===== src/rtl/arb_pkg.sv =====
package arb_pkg;
  localparam int SYNC_STAGES_DEF = 2;
  localparam int LINE_CNT        = 2;
  localparam int LINE_SCL        = 0;
  localparam int LINE_SDA        = 1;

  typedef struct packed {
    logic mst;
    logic trx;
  } mode_t;
endpackage


===== src/rtl/arb_line_sync.sv =====
module arb_line_sync #(
  parameter int STAGES = 2,
  parameter int LINES  = 2
) (
  input  logic             clk,
  input  logic             rst_n,
  input  logic [LINES-1:0] raw_i,
  output logic [LINES-1:0] sync_o
);
  localparam int LAST = STAGES - 1;

  for (genvar g = 0; g < LINES; g++) begin : g_line
    logic [STAGES-1:0] chain_q;
    // idle bus is high, so the chain resets to released
    always_ff @(posedge clk or negedge rst_n) begin
      if (!rst_n) chain_q <= '1;
      else        chain_q <= {chain_q[STAGES-2:0], raw_i[g]};
    end
    assign sync_o[g] = chain_q[LAST];
  end

  initial begin
    assert (STAGES >= 2) else $error("synchronizer needs two or more stages");
  end
endmodule


===== src/rtl/arb_edge_det.sv =====
module arb_edge_det (
  input  logic clk,
  input  logic rst_n,
  input  logic scl_s,
  output logic rise_o
);
  logic prev_q;

  always_ff @(posedge clk or negedge rst_n) begin
    if (!rst_n) prev_q <= 1'b1;
    else        prev_q <= scl_s;
  end

  assign rise_o = scl_s & ~prev_q;

  // one compare strobe per SCL rise
  p_single_strobe_r2: assert property (@(posedge clk) disable iff (!rst_n)
    rise_o |=> !rise_o);
endmodule


===== src/rtl/arb_loss_detect.sv =====
module arb_loss_detect
  import arb_pkg::*;
(
  input  logic  clk,
  input  logic  rst_n,
  input  logic  rise_i,
  input  logic  sda_s,
  input  logic  sda_out_bit,
  input  logic  xfer_active,
  input  mode_t mode_i,
  input  logic  clr_i,
  output logic  loss_o,
  output logic  lost_o
);
  logic cmp_en;
  logic lost_q;

  assign cmp_en = mode_i.mst & mode_i.trx & xfer_active;
  // wired-AND: released locally but bus reads low
  assign loss_o = rise_i & cmp_en & sda_out_bit & ~sda_s;

  always_ff @(posedge clk or negedge rst_n) begin
    if (!rst_n)      lost_q <= 1'b0;
    else if (loss_o) lost_q <= 1'b1;   // set beats clear
    else if (clr_i)  lost_q <= 1'b0;
  end

  assign lost_o = lost_q;

  p_set_on_loss_r3: assert property (@(posedge clk) disable iff (!rst_n)
    loss_o |=> lost_o);
  p_only_when_enabled_r5: assert property (@(posedge clk) disable iff (!rst_n)
    $rose(lost_o) |-> $past(mode_i.mst && mode_i.trx && xfer_active));
  p_sticky_r7: assert property (@(posedge clk) disable iff (!rst_n)
    lost_o && !clr_i |=> lost_o);
  p_clear_r7: assert property (@(posedge clk) disable iff (!rst_n)
    lost_o && clr_i && !loss_o |=> !lost_o);
endmodule


===== src/rtl/arb_mode_reg.sv =====
module arb_mode_reg
  import arb_pkg::*;
(
  input  logic  clk,
  input  logic  rst_n,
  input  logic  loss_i,
  input  logic  cfg_wr,
  input  logic  cfg_mst,
  input  logic  cfg_trx,
  output mode_t mode_o
);
  mode_t mode_q;

  always_ff @(posedge clk or negedge rst_n) begin
    if (!rst_n)      mode_q <= '0;
    else if (loss_i) mode_q <= '0;           // fall back to slave receiver
    else if (cfg_wr) mode_q <= '{mst: cfg_mst, trx: cfg_trx};
  end

  assign mode_o = mode_q;

  p_fallback_r6: assert property (@(posedge clk) disable iff (!rst_n)
    loss_i |=> (!mode_o.mst && !mode_o.trx));
  p_load_r10: assert property (@(posedge clk) disable iff (!rst_n)
    cfg_wr && !loss_i |=> (mode_o.mst == $past(cfg_mst)) && (mode_o.trx == $past(cfg_trx)));
endmodule


===== src/rtl/i2c_arb_monitor.sv =====
module i2c_arb_monitor
  import arb_pkg::*;
#(
  parameter int SYNC_STAGES = SYNC_STAGES_DEF
) (
  input  logic clk,
  input  logic rst_n,
  input  logic scl_in,
  input  logic sda_in,
  input  logic sda_out_bit,
  input  logic scl_drive_req,
  input  logic xfer_active,
  input  logic cfg_wr,
  input  logic cfg_mst,
  input  logic cfg_trx,
  input  logic dbr_rd,
  input  logic dbr_wr,
  input  logic cr2_wr,
  output logic arb_lost,
  output logic mst_mode,
  output logic trx_mode,
  output logic sda_pull_en,
  output logic scl_pull_en
);
  logic [LINE_CNT-1:0] raw_lines;
  logic [LINE_CNT-1:0] sync_lines;
  logic                scl_rise;
  logic                loss_now;
  logic                clr_any;
  mode_t               mode;

  assign raw_lines[LINE_SCL] = scl_in;
  assign raw_lines[LINE_SDA] = sda_in;
  assign clr_any = dbr_rd | dbr_wr | cr2_wr;

  arb_line_sync #(.STAGES(SYNC_STAGES), .LINES(LINE_CNT)) u_sync (
    .clk(clk), .rst_n(rst_n), .raw_i(raw_lines), .sync_o(sync_lines));

  arb_edge_det u_edge (
    .clk(clk), .rst_n(rst_n), .scl_s(sync_lines[LINE_SCL]), .rise_o(scl_rise));

  arb_loss_detect u_loss (
    .clk(clk), .rst_n(rst_n), .rise_i(scl_rise), .sda_s(sync_lines[LINE_SDA]),
    .sda_out_bit(sda_out_bit), .xfer_active(xfer_active), .mode_i(mode),
    .clr_i(clr_any), .loss_o(loss_now), .lost_o(arb_lost));

  arb_mode_reg u_mode (
    .clk(clk), .rst_n(rst_n), .loss_i(loss_now), .cfg_wr(cfg_wr),
    .cfg_mst(cfg_mst), .cfg_trx(cfg_trx), .mode_o(mode));

  assign mst_mode    = mode.mst;
  assign trx_mode    = mode.trx;
  assign sda_pull_en = mode.mst & ~sda_out_bit;
  // clock drive stops in the very cycle the loss is seen
  assign scl_pull_en = mode.mst & scl_drive_req & ~loss_now;

  p_quiet_as_slave_r9: assert property (@(posedge clk) disable iff (!rst_n)
    !mst_mode |-> (!sda_pull_en && !scl_pull_en));
  p_release_after_loss_r9: assert property (@(posedge clk) disable iff (!rst_n)
    $rose(arb_lost) |-> (!scl_pull_en && !sda_pull_en));
endmodule


===== config.mk =====
export PLATFORM = sky130hd
export DESIGN_NAME = i2c_arb_monitor
export DESIGN_NICKNAME = d
export VERILOG_FILES = /design/src/rtl/arb_pkg.sv /design/src/rtl/arb_line_sync.sv /design/src/rtl/arb_edge_det.sv /design/src/rtl/arb_loss_detect.sv /design/src/rtl/arb_mode_reg.sv /design/src/rtl/i2c_arb_monitor.sv
export SDC_FILE = /design/constraint.sdc
export NUM_CORES = 1
export LEC_CHECK = 0
export ABC_AREA = 1
export BUFFER_PORTS_ARGS = -buffer_cell sky130_fd_sc_hd__buf_2
export CAP_MARGIN = 20
export CORE_AREA = 3 3 40 42
export CTS_CLUSTER_SIZE = 24
export DETAILED_ROUTE_END_ITERATION = 12
export DIE_AREA = 0 0 43 45
export PLACE_DENSITY_LB_ADDON = 0.12
export SYNTH_ARGS = -nofsm -noshare
export SYNTH_HDL_FRONTEND = slang
export SYNTH_SLANG_ARGS = --single-unit

===== constraint.sdc =====
create_clock -name clk -period 1.15 [get_ports clk]
set_clock_uncertainty 0.05 [all_clocks]
set_input_delay 0 -clock clk [delete_from_list [all_inputs] [get_ports clk]]
set_output_delay 0 -clock clk [all_outputs]
set_load 0.01 [all_outputs]

==> summary.txt <==
STA
  • Final setup fails: 1
  • Hold Slack: 0.0596 ns
  • Clock period minus worst slack: around 1.2 ns
  • Peak Freq: roughly 0.84 GHz
  • Final hold vios: 0
  • Final Max Slew Viols: 0
  • RSZ-0062 raised after global routing: yes
  • Slew HR: about 89%
  • Worst setup margin: -0.0406 ns
  • Slew @ Worst Pin: between 0.15 and 0.2 ns
  • Final Cycle Share: 104%

Detailed routing
  • Drt pass-1 iters: 2
  • Vias: about 300
  • WL final: between 600 and 700 um
  • Residual DRC count: 0
  • Vias per cell: 3.76
  • Final ANT Viol Nets: 0
  • DR WL/cell: just under 9 um
  • Initial drt markers: 2

CTS
  • Clock sink count: 8
  • Worst-path clk slew: around 0.05 ns
  • Num CTS Buffers: 3
  • H-tree depth: 1
  • Root buffer cell: clkbuf_4
  • CTS tree: yes
  • Clock Latency Late Sink: around 0.25 ns
  • Clock buffer depth: 2

Yosys
  • Post-Synthesis Cell Area: around 310 sq um
  • Sequential area share after synthesis: about two thirds
  • Syn Nets: 42
  • Post-synth top area share: a little over two fifths
  • Synth warn: 0
  • Synth Instances: 29
  • #FFs+latches synth: 8
  • Top post-synthesis cells by area: dfstp_2 (42%), dfrtp_1 (24%), nor2_1 (8.5%), inv_1 (3.6%), nor2_4 (3.6%)
  • Yosys cell types: 13
  • Leading area contributor after synthesis: dfstp_2
  • Syn_area_per_cell: 10.7 sq um

Global route
  • Total track usage: 7.48%
  • Grt total ovfl: 0
  • Vias in the first global route: around 270
  • Largest net degree at the start of global routing: 9
  • Antenna violations before repair: 0
  • First-pass GRT wire length: approximately 1000 um

Setup path
  • R2R depth: 6
  • Setup crit start kind: flop
  • Reg-to-reg endpoint: u_loss.lost_o$_DFFE_PN0P_
  • Critical Path Fanout Max: 2
  • Setup CP Type: reg2out
  • CP arrival: ~1.1 ns
  • Critical path's top delay family: flip-flops
  • Critical Path RT: 1.10 ns
  • CP endpoint kind: output port
  • Buffer and inverter count on the worst path: 1
  • RR Startpoint: u_mode.mode_o[1]$_DFFE_PN0P_
  • CP Cell Sequence: nand3_4 > nor2_4 > nor2_1 > buf_2
  • Slowest stage cell on the critical path: dfstp_2
  • R2r setup slk: about 0.080 ns
  • Slowest stage delay, CP: 0.55 ns

Power and ir drop
  • VDD IR max: between 0.4 and 0.5 mV
  • Internal cell power: roughly 0.5 mW
  • Comb power frac: between 10% and 20%
  • Switching share of power: between 20% and 30%
  • Switch Pwr: ~0.14 mW
  • PD cells: ~1100 nW/um^2
  • Leak pwr: approximately 0.29 nW
  • Total Power: 0.638 mW
  • Reg power frac: 49.1%
  • Clock network power share: 34.7%

Outcome
  • Failing checks: negative setup slack
  • Outcome: finished with violations

Place
  • Cell count after placement: just over 60
  • IO Port Bufs: 17
  • Post-DP HPWL: approximately 480 um
  • Placer Congestion: ~0.69
  • Placed Instance Area: a little over 400 sq um

Layout
  • Fillers: between 100 and 150
  • Register area: between 200 and 250 sq um
  • N_diodes: 0
  • Non-Filler Instances: 78
  • Finished Cell Area: about 580 sq um
  • Area growth syn-to-layout: 85.5%
  • Area of the multi-input gates: approximately 100 sq um
  • Layout cells sized above 1: between 50 and 60%
  • Post-layout nets: slightly below 80

Floorplanning
  • Die Area: 1940 sq um
  • CORE AREA: 1280 sq um
  • Die X: around 43 um
  • IO Pins: 18
  • Initial core utilization: ~24%
  • Placement Rows: 13
  • Die Height: about 45 um

Min path
  • Hold Crit Class: in2async

Run
  • Max cap viols: 0
[cells by family after synthesis]
group	Yosys count	share of synthesized area (%)
compound gates	3	6.05
buf+inv	4	4.84
flops	8	66.5
simple gates	14	22.6
[through the flow]
| stage | worst slack (ns) | TNS [ns] | utilization [%] |
|---|---|---|---|
| floorplan | 0.153 | 0 | - |
| global placement | 0.112 | 0 | 32.2 |
| detailed placement | 0.103 | 0 | 32.2 |
| CTS | -0.0689 | -0.0689 | 44.2 |
| global route | -0.0920 | -0.0920 | 44.8 |
| finish | -0.0406 | -0.0406 | 44.8 |
[how the worst max path moves through the flow]
| stage | from | to | slack, ns | cells past startpoint |
|---|---|---|---|---|
| finish | u_sync.g_line[0].chain_q[1]$_DFF_PN1_ | scl_pull_en | -0.04 | 4 |
| global route | u_sync.g_line[0].chain_q[1]$_DFF_PN1_ | scl_pull_en | -0.09 | 4 |
| CTS | u_sync.g_line[1].chain_q[1]$_DFF_PN1_ | scl_pull_en | -0.07 | 5 |
| detailed placement | u_sync.g_line[0].chain_q[1]$_DFF_PN1_ | u_mode.mode_o[1]$_DFFE_PN0P_ | 0.10 | 3 |
| global placement | u_sync.g_line[0].chain_q[1]$_DFF_PN1_ | u_mode.mode_o[1]$_DFFE_PN0P_ | 0.11 | 3 |
| floorplan | u_sync.g_line[0].chain_q[1]$_DFF_PN1_ | u_mode.mode_o[0]$_DFFE_PN0P_ | 0.15 | 3 |
[final cells by class]
| type | instances | share of cell area, % |
|---|---|---|
| tap | 15 | 3.26 |
| multi-input combinational | 17 | 17.6 |
| clock buffer | 4 | 4.57 |
| inverter | 4 | 2.61 |
| sequential | 8 | 35.9 |
| timing repair buffer | 30 | 36.1 |
[synthesized netlist by cell type (all sizes together)]
cell	count
dfstp	5
dfrtp	3
inv	4
nand2	3
a21oi	2
nand3b	1
o21ai	1
nand3	1
nor2	9
[cells in the final DEF (no fill, tap or decap), drive strengths merged]
cell	netlist	routed
nand3	1	1
inv	4	4
o21ai	1	1
a21oi	2	2
dfrtp	3	3
dlygate4sd3	0	10
nand2	3	3
dfstp	5	5
nand3b	1	1
clkbuf	0	4
buf	0	20
nor2	9	9
[metal layers]
layer / global-route usage, % / wire length, um
met1: 7.67 / 269
met2: 11.7 / 359
met3: 3.98 / 62
met4: 5.42 / 0
met5: 0 / 0
[flip-flops by register name, indices dropped and copies added, names as in the netlist]
signal and flops:
u_sync.g_line.chain_q 4, u_mode.mode_o 2, u_loss.lost_o 1, u_edge.prev_q 1
[power groups by stage]
stage	logic (mW)	clock network, mW	registers, mW
after floorplan	0.0273	0	0.319
after global placement	0.0708	0	0.316
after detailed placement	0.0718	0	0.317
after CTS	0.102	0.237	0.314
after global routing	0.114	0.254	0.315
final	0.103	0.222	0.314
[timing repair]
action / 4_1_cts / 5_1_grt
pin swaps: 2 / 1
endpoints found under the hold margin: 13 / 0
setup buffers: 2 / 1
gates resized for setup: 2 / 0
hold buffers: 10 / 0
setup endpoints to repair: 1 / 1
No activity file was read; power rests on OpenSTA's default activity.
